## config.mk

```make
export PLATFORM = sky130hd
export DESIGN_NAME = rc_cell
export DESIGN_NICKNAME = d
export VERILOG_FILES = /design/src/rtl/rc_cell_pkg.sv /design/src/rtl/rc_opsel.sv /design/src/rtl/rc_alu.sv /design/src/rtl/rc_shift.sv /design/src/rtl/rc_cell.sv
export SDC_FILE = /design/constraint.sdc
export NUM_CORES = 2
export LEC_CHECK = 0
export ABC_AREA = 1
export BUFFER_PORTS_ARGS = -buffer_cell sky130_fd_sc_hd__buf_2
export CAP_MARGIN = 30
export CORE_UTILIZATION = 23
export DETAILED_ROUTE_END_ITERATION = 12
export GPL_ROUTABILITY_DRIVEN = 0
export GPL_TIMING_DRIVEN = 0
export PLACE_DENSITY_LB_ADDON = 0.15
export SYNTH_ARGS = -nofsm -noshare
export SYNTH_HDL_FRONTEND = slang
export SYNTH_SLANG_ARGS = --single-unit
```

## constraint.sdc

```tcl
create_clock -name clk -period 18.16 [get_ports clk]
set_input_delay 2.724 -clock clk [delete_from_list [all_inputs] [get_ports clk]]
set_output_delay 2.724 -clock clk [all_outputs]
set_load 0.02 [all_outputs]
```

## src/rtl/rc_cell_pkg.sv

```systemverilog
package rc_cell_pkg;

    localparam int CTX_W = 32;

    typedef enum logic [4:0] {
        FN_PASSA = 5'd0,
        FN_ADD   = 5'd1,
        FN_SUB   = 5'd2,
        FN_ABSD  = 5'd3,
        FN_AND   = 5'd4,
        FN_OR    = 5'd5,
        FN_XOR   = 5'd6,
        FN_NOTA  = 5'd7,
        FN_ADDK  = 5'd8,
        FN_SUBK  = 5'd9,
        FN_MULK  = 5'd10,
        FN_MACK  = 5'd11,
        FN_MULB  = 5'd12,
        FN_MACB  = 5'd13,
        FN_EXT   = 5'd14
    } fn_e;

    typedef struct packed {
        logic [4:0]  fn;
        logic [3:0]  sel_a;
        logic [2:0]  sel_b;
        logic [3:0]  wmask;
        logic        left;
        logic [2:0]  amt;
        logic [11:0] k;
    } ctx_t;

    // operand A source codes
    localparam logic [3:0] SA_LANE = 4'd8;
    localparam logic [3:0] SA_BUS  = 4'd9;
    localparam logic [3:0] SA_FB   = 4'd10;
    localparam logic [3:0] SA_XQ   = 4'd11;

    // external slots
    localparam int SL_LANE = 8;
    localparam int SL_BUS  = 9;
    localparam int SL_XQ   = 10;

    function automatic logic fn_uses_k(input logic [4:0] fn);
        return (fn >= 5'd8) && (fn <= 5'd11);
    endfunction

endpackage

```

## src/rtl/rc_opsel.sv

```systemverilog
module rc_opsel
    import rc_cell_pkg::*;
#(
    parameter int DW   = 16,
    parameter int NEXT = 11,
    parameter int RFN  = 4
) (
    input  logic [NEXT*DW-1:0]      ext_flat,
    input  logic [DW-1:0]           fb,
    input  logic [RFN-1:0][DW-1:0]  rf,
    input  logic [3:0]              sel_a,
    input  logic [2:0]              sel_b,
    output logic [DW-1:0]           opa,
    output logic [DW-1:0]           opb
);
    localparam int NA = 16;
    localparam int NB = 8;

    logic [DW-1:0] ext_a [NEXT];
    logic [DW-1:0] src_a [NA];
    logic [DW-1:0] src_b [NB];

    for (genvar g = 0; g < NEXT; g++) begin : g_unpack
        assign ext_a[g] = ext_flat[g*DW +: DW];
    end

    // neighbours and peers occupy codes 0-7 directly
    for (genvar g = 0; g < 8; g++) begin : g_near
        assign src_a[g] = ext_a[g];
    end
    assign src_a[SA_LANE] = ext_a[SL_LANE];
    assign src_a[SA_BUS]  = ext_a[SL_BUS];
    assign src_a[SA_FB]   = fb;
    assign src_a[SA_XQ]   = ext_a[SL_XQ];

    for (genvar g = 0; g < RFN; g++) begin : g_rf
        assign src_a[12+g] = rf[g];
        assign src_b[g]    = rf[g];
    end
    assign src_b[4] = ext_a[SL_BUS];
    assign src_b[5] = ext_a[0];
    assign src_b[6] = ext_a[1];
    assign src_b[7] = ext_a[2];

    always_comb begin
        opa = src_a[sel_a];
        opb = src_b[sel_b];
    end
endmodule

```

## src/rtl/rc_alu.sv

```systemverilog
module rc_alu
    import rc_cell_pkg::*;
#(
    parameter int DW = 16,
    parameter int KW = 12,
    parameter int AW = 28
) (
    input  logic [4:0]    fn,
    input  logic [DW-1:0] a,
    input  logic [DW-1:0] b,
    input  logic [KW-1:0] k,
    input  logic [AW-1:0] acc,
    output logic [AW-1:0] res
);
    logic [AW-1:0] a_x, b_x, k_x, b12_x, diff, prod_k, prod_b;
    logic [3:0]    sub;

    function automatic logic [AW-1:0] sx(input logic [DW-1:0] v);
        return {{(AW-DW){v[DW-1]}}, v};
    endfunction

    always_comb begin
        a_x    = sx(a);
        b_x    = sx(b);
        k_x    = {{(AW-KW){k[KW-1]}}, k};
        b12_x  = {{(AW-KW){b[KW-1]}}, b[KW-1:0]};
        diff   = a_x - b_x;
        prod_k = a_x * k_x;
        prod_b = a_x * b12_x;
        sub    = k[KW-1 -: 4];
        res    = '0;
        case (fn)
            FN_PASSA: res = a_x;
            FN_ADD:   res = a_x + b_x;
            FN_SUB:   res = diff;
            FN_ABSD:  res = diff[AW-1] ? (~diff + 1'b1) : diff;
            FN_AND:   res = sx(a & b);
            FN_OR:    res = sx(a | b);
            FN_XOR:   res = sx(a ^ b);
            FN_NOTA:  res = sx(~a);
            FN_ADDK:  res = a_x + k_x;
            FN_SUBK:  res = a_x - k_x;
            FN_MULK:  res = prod_k;
            FN_MACK:  res = acc + prod_k;
            FN_MULB:  res = prod_b;
            FN_MACB:  res = acc + prod_b;
            FN_EXT: begin
                case (sub)
                    4'd0:    res = ($signed(a) < $signed(b)) ? a_x : b_x;
                    4'd1:    res = ($signed(a) < $signed(b)) ? b_x : a_x;
                    4'd2:    res = b_x;
                    4'd3:    res = '0 - a_x;
                    default: res = '0;
                endcase
            end
            default:  res = '0;
        endcase
    end
endmodule

```

## src/rtl/rc_shift.sv

```systemverilog
module rc_shift #(
    parameter int OW = 32,
    parameter int SW = 4
) (
    input  logic [OW-1:0] din,
    input  logic          left,
    input  logic [SW-1:0] amt,
    output logic [OW-1:0] dout
);
    always_comb begin
        if (left) dout = din << amt;
        else      dout = din >> amt;
    end
endmodule

```

## src/rtl/rc_cell.sv

```systemverilog
module rc_cell
    import rc_cell_pkg::*;
#(
    parameter int DW   = 16,
    parameter int KW   = 12,
    parameter int AW   = 28,
    parameter int OW   = 32,
    parameter int RFN  = 4,
    parameter int NEXT = 11
) (
    input  logic                 clk,
    input  logic                 rst_n,
    input  logic                 ctx_load,
    input  logic [CTX_W-1:0]     ctx_in,
    input  logic                 exec_en,
    input  logic [NEXT*DW-1:0]   opnd_in,
    output logic [OW-1:0]        out_q,
    output logic                 flag_q
);
    localparam int SW = 4;

    typedef struct packed {
        ctx_t                   ctx;
        logic [OW-1:0]          out;
        logic [RFN-1:0][DW-1:0] rf;
        logic                   flag;
        logic [DW-1:0]          fb;
    } st_t;

    st_t s_d, s_q;

    logic [DW-1:0] opa, opb;
    logic [AW-1:0] alu_res;
    logic [OW-1:0] res_x, shifted;
    logic [SW-1:0] eff_amt;

    rc_opsel #(.DW(DW), .NEXT(NEXT), .RFN(RFN)) u_opsel (
        .ext_flat (opnd_in),
        .fb       (s_q.fb),
        .rf       (s_q.rf),
        .sel_a    (s_q.ctx.sel_a),
        .sel_b    (s_q.ctx.sel_b),
        .opa      (opa),
        .opb      (opb)
    );

    rc_alu #(.DW(DW), .KW(KW), .AW(AW)) u_alu (
        .fn   (s_q.ctx.fn),
        .a    (opa),
        .b    (opb),
        .k    (s_q.ctx.k),
        .acc  (s_q.out[AW-1:0]),
        .res  (alu_res)
    );

    rc_shift #(.OW(OW), .SW(SW)) u_shift (
        .din  (res_x),
        .left (s_q.ctx.left),
        .amt  (eff_amt),
        .dout (shifted)
    );

    always_comb begin
        res_x = {{(OW-AW){alu_res[AW-1]}}, alu_res};
        // extended shift amount rides in the unused constant field
        if (!fn_uses_k(s_q.ctx.fn) && s_q.ctx.k[4])
            eff_amt = s_q.ctx.k[SW-1:0];
        else
            eff_amt = {1'b0, s_q.ctx.amt};

        s_d = s_q;
        if (ctx_load)
            s_d.ctx = ctx_t'(ctx_in);
        if (exec_en) begin
            s_d.out  = shifted;
            s_d.flag = opa[DW-1];
            s_d.fb   = opa;
            for (int i = 0; i < RFN; i++)
                if (s_q.ctx.wmask[i])
                    s_d.rf[i] = shifted[DW-1:0];
        end
    end

    always_ff @(posedge clk or negedge rst_n) begin
        if (!rst_n) s_q <= '0;
        else        s_q <= s_d;
    end

    assign out_q  = s_q.out;
    assign flag_q = s_q.flag;

    AST_CTX_CAPTURE: assert property (@(posedge clk) disable iff (!rst_n)
        ctx_load |=> s_q.ctx == $past(ctx_in));
    AST_IDLE_HOLD: assert property (@(posedge clk) disable iff (!rst_n)
        !exec_en |=> $stable(out_q) && $stable(flag_q) && $stable(s_q.rf) && $stable(s_q.fb));
    AST_LEFT_ZERO_FILL: assert property (@(posedge clk) disable iff (!rst_n)
        exec_en && s_q.ctx.left && eff_amt != '0 |=> out_q[0] == 1'b0);
    AST_RIGHT_ZERO_FILL: assert property (@(posedge clk) disable iff (!rst_n)
        exec_en && !s_q.ctx.left && eff_amt != '0 |=> out_q[OW-1] == 1'b0);
    AST_MASK_EMPTY: assert property (@(posedge clk) disable iff (!rst_n)
        exec_en && s_q.ctx.wmask == '0 |=> $stable(s_q.rf));
    AST_FLAG_SIGN: assert property (@(posedge clk) disable iff (!rst_n)
        exec_en |=> flag_q == $past(opa[DW-1]));
endmodule

```

Yosys cells after proc, flatten, opt, wreduce, memory -nomap -nowiden --
Cells that the tools add are included.
Word-level totals: register bits after elaboration 145
Cells by class: $add $sub $neg 8, multiply operators 2, $lt $le $gt $ge 5, eq/ne operators 17, shifts and indexed selects 2, multiplexer cells 13, bitwise operators 7, reduce and logical (&&, ||, !) cells 9
Operators by type and width (count):
- $pmux W28 S15 | 1
- $pmux W28 S4 | 1
- $mux W28 | 3
- $bmux W16 S4 | 1
- $mux W16 | 4
- $add A28 B28 Y28 | 2
- $mul A16 B12 Y28 | 2
- $bmux W16 S3 | 1
- $eq A5 B4 Y1 const B | 7
- $mux W32 | 1
- $shl A32 B4 Y32 | 1
- $shr A32 B4 Y32 | 1
- $add A28 B1 Y28 const B | 1
- $not A28 Y28 | 1
- $eq A5 B3 Y1 const B | 4
- $add A16 B12 Y17 | 1
- $add A16 B16 Y17 | 1
- $sub A1 B16 Y17 const A | 1
- $sub A16 B12 Y17 | 1
- $sub A16 B16 Y17 | 1
- $and A16 B16 Y16 | 1
- $lt A16 B16 Y1 | 1
- $not A16 Y16 | 1
- $or A16 B16 Y16 | 1
- other kinds (17) | 23

Logic depth before layout (Yosys ltp) --
depth in word-level cells 11, mapped depth 58, gate-level depth less buffers 54

Modules after synthesis --
From an unflattened synthesis, not the netlist that was laid out.
Second synthesis, totals: cells, all modules 5773, area total of the unflattened synthesis 36615.1 um^2
By module, submodules not included:
- rc_alu | times used 1, cells each 3685, area an instance 23719.0 um^2, seq. area each 0.0 um^2
- rc_cell | times used 1, cells each 461, area an instance 5690.5 um^2, seq. area each 3603.5 um^2
- rc_opsel | times used 1, cells each 1012, area an instance 4367.9 um^2, seq. area each 0.0 um^2
- rc_shift | times used 1, cells each 615, area an instance 2837.7 um^2, seq. area each 0.0 um^2

Worst setup path after synthesis --
OpenSTA, ideal clock, no wires.
kind input -> register, start point input opnd_in[11], end point register s_q[30] (netlist name), data arrival time 10.188 ns, data required time 18.043 ns, setup slack 7.855 ns, stages on the path 49, buffers on the path 1, path through or2_2 nand3_1 nand3_1 nand3_1 nand2_2 inv_1 buf_1 nor2_1 fa_1 fa_1 inv_1 fa_1 inv_1 fa_1 inv_1 fa_1 inv_1 ha_1 [13 not listed] nor4_1 o21ai_0 nand3_1 inv_1 o21ai_0 inv_1 nand2_1 nand2_1 nand2_1 nand2_4 nand2_1 nand2_1 inv_1 nand2_1 nand3_1 nand4_2 nand2_1 nand2_1
Between the ends: word-level cells in the longest chain between the ends 10, elaborated cells on any way between the ends 30, classes of those cells add/sub (8); mul (2); order compare (1); shift (2); mux (12); bitwise (5)
RTL lines:
- start, declared | RTL line rc_cell.sv:16 | input logic [NEXT*DW-1:0] opnd_in,
- parallel branches: the longest is 7 deep, another holds $mul A16 B12 Y28
- $pmux W28 S15 * | RTL line rc_alu.sv:32 | case (fn)
- $shr A32 B4 Y32 or $shl A32 B4 Y32 (tied branches) | RTL line rc_shift.sv:12, rc_shift.sv:11
- $mux W32 * | RTL line rc_shift.sv:11 | if (left) dout = din << amt;
- end signal, assigned | RTL line rc_cell.sv:85 | if (!rst_n) s_q <= '0;
- end signal, assigned | RTL line rc_cell.sv:86 | else s_q <= s_d;
- end, declared | RTL line rc_cell.sv:30 | st_t s_d, s_q;
Every way passes the cells marked *. The select of a mux whose other input is x is not followed. A chain may end at the register's enable or synchronous reset.

Final worst setup path --
start point input opnd_in[11], end point register s_q (netlist bit out_q[12])
Same word-level chain as after synthesis.

==> metrics.md <==
| Metric | Value |
|---|---|
| Grt peak-use layer | met2 |
| GRT overflow | 0 |
| Per-cell routed wire length | 26.7 um |
| Post-route DRC | 0 |
| Setup CP Type | input port to flop |
| Bufs on Longest Clock Path | 2 |
| Synth Area per Inst | roughly 6.3 um2 |
| Worst Path Max Fanout | 10 |
| Setup Total Neg Slack | 0 ps |
| Worst clock skew | roughly 28 ps |
| Hold-fix buffers, CTS | 0 |
| Hpwl dp | approximately 170,000 um |
| Vias/cell | 5.11 |
| Die height | around 390 um |
| Vias in the first global route | between 40,000 and 50,000 |
| Fin nets | about 6,700 |
| Synth top area share | 0.205 |
| Final Setup Violations | 0 |
| Post-Syn Instances | about 5,600 |
| Initial antenna violation count | 9 |
| Cell area after synthesis | between 0.03 and 0.04 mm2 |
| First-pass GRT wire length | a little under 300,000 um |
| M2 GR Usage | 0.430 |
| Drt first pass iters | 8 |
| RSZ-0062 raised after global routing | false |
| Yosys cell types | 56 |
| Root Buffer | clkbuf_16 |
| Asr flop ratio synth | 1.00 |
| Min cycle time layout | 13,890 ps |
| Htree depth | 4 |
| Most used cell, CP | nand2_1 |
| Grt met1 use | 0.337 |
| I/O Buffers | between 200 and 250 |
| Final slew viol count | 0 |
| Initial Util | 0.232 |
| Critical Path AT | 14,330 ps |
| Register area share after synthesis | 0.102 |
| Boundary pin count | ~250 |
| Synth Net Count | about 6,400 |
| 1st-iter DRT viols | slightly above 4,000 |
| Core area | ~0.15 mm2 |
| Via count | 40,440 |
| Max Clk Rate | just over 70 MHz |
| Remaining antenna violation count | 0 |
| Critical path endpoint category | flop |
| Area delta synth->final | 13.6% |
| Fin crit share | 0.765 |
| Largest net degree at the start of global routing | 94 |
| EDFF count, synth | 0 |
| Layout cell share with drive strength beyond 1 | 0.0923 |
| Worst-Skew Late Latency | around 530 ps |
| TritonCTS Buffers | 17 |
| Top post-synthesis cells by area | fa_1 20%, nand2_1 16%, dfrtp_1 10% |
| Startpoint types | input port |
| Critical Path Max Stage Delay | between 500 and 600 ps |
| Post-CTS sizing | 0 |
| Slowest-stage cell, CP | inv_1 |
| Global Route Usage Sum | 0.267 |
| Clock slew at reported path FFs | about 60 ps |
| Hold Fails Final Rpt | 0 |
| Outcome | complete, no violations |
| Max cap viols | 0 |
| Worst-Margin Slew | roughly 1200 ps |
| Critical Path RT | 18,600 ps |
| Die Wd | ~400 um |
| Yosys reg bits | roughly 140 |
| Post-CTS Setup Bufs | 0 |
| Final wirelength | roughly 210,000 um |
| Die area | 0.155 mm2 |
| Row cnt | 143 |
| Met3 global-route usage | 0.0300 |
| Warnings, synthesis | 0 |
| Hold Crit Class | flop to flop |
| Ys flop type | dfrtp_1 |
| Area leader, netlist | fa_1 |
| CTS tree | done |
| TritonCTS Sinks | ~140 |
| Slew headroom | 0.213 |
[routing by layer]
layer | up-vias | wire, um
li1 | 18174 | -
met2 | 1981 | 94600
met4 | 0 | 16200
met3 | 489 | 14100
met5 | - | 0
met1 | 19796 | 86200
[logic make-up (layout without fill, tap and decap cells)]
logic type               Yosys count  count (layout)  synth area share
AND/OR/NAND/NOR                 2784            2784             0.333
other                              0               6                 0
AO/OA/AOI/OAI                    827             827             0.128
flip-flops                       144             144             0.102
adder cells (fa/ha/maj)          594             594             0.288
XOR/XNOR                          45              45            0.0112
multiplexers                       9               9           0.00280
buffers and inverters           1166            1469             0.136
[final timing paths]
check	depth (start not counted)	slack, ps	end	startpoint
max in group asynchronous	2	15040	s_q[119]	rst_n
hold / removal	2	480	out_q[28]	out_q[28]
setup / recovery	48	4270	out_q[12]	opnd_in[11]
min in group asynchronous	1	2140	out_q[20]	rst_n
hold reg to reg	2	480	out_q[28]	out_q[28]
setup reg to reg	48	5450	out_q[12]	s_q[138]
[critical path, delay by kind of cell]
| kind | cells | cell delay, ps |
|---|---|---|
| AOI/OAI and AO/OA | 7 | 2050 |
| adders and majority gates | 7 | 3600 |
| buffers and inverters | 9 | 1790 |
| and+or+nand+nor | 25 | 4120 |
[flip-flops by register name, indices dropped and copies added, names as in the netlist]
name,count
flag_q,1
out_q,32
s_q,111
[cells in the mapped netlist (27+ instances only)]
cell type / count
nor3_1: 35
nand3_1: 546
inv_1: 845
a21oi_1: 276
o21ai_0: 327
buf_1: 35
xor2_1: 27
buf_2: 58
o211ai_1: 47
buf_4: 56
fa_1: 361
dfrtp_1: 144
o21ai_1: 77
nand2_1: 1541
nand4_1: 56
clkbuf_1: 122
nor2_1: 497
ha_1: 233
or2_2: 31
[placed cells by master, fill, tap and decap left out, types with 58 or more instances in the layout]
master,n
ha_1,233
nand3_1,546
o21ai_0,327
a21oi_1,276
buf_2,306
inv_1,845
clkbuf_1,122
o21ai_1,77
nand2_1,1541
fa_1,361
nor2_1,497
dfrtp_1,144
buf_4,58
[cell type report]
class | instances | area [um2]
clock inverters | 14 | 144
repair buffers | 271 | 1650
flip-flops and latches | 144 | 3600
inverters | 878 | 3300
well taps | 2030 | 2540
diodes | 6 | 15.0
fillers | 17669 | 112000
multi-input cells | 4259 | 26900
plain buffers | 288 | 1500
clock buffers | 18 | 439
[through the flow]
stage | hold slack, ps | cells | area [um2] | util | worst slack [ps]
5_1_grt | 497 | 7902 | 40000 | 0.263 | 3800
2_1_floorplan | 443 | 5569 | 35300 | - | 7860
3_5_place_dp | 466 | 7869 | 39400 | 0.259 | 4070
4_1_cts | 485 | 7901 | 40000 | 0.263 | 4610
3_3_place_gp | 467 | 7841 | 39000 | 0.256 | 3500
6_report | 481 | 7908 | 40000 | 0.263 | 4270
Power is not shown: default switching activity piles up to over one toggle a cycle in this logic, so the estimate is an artifact.
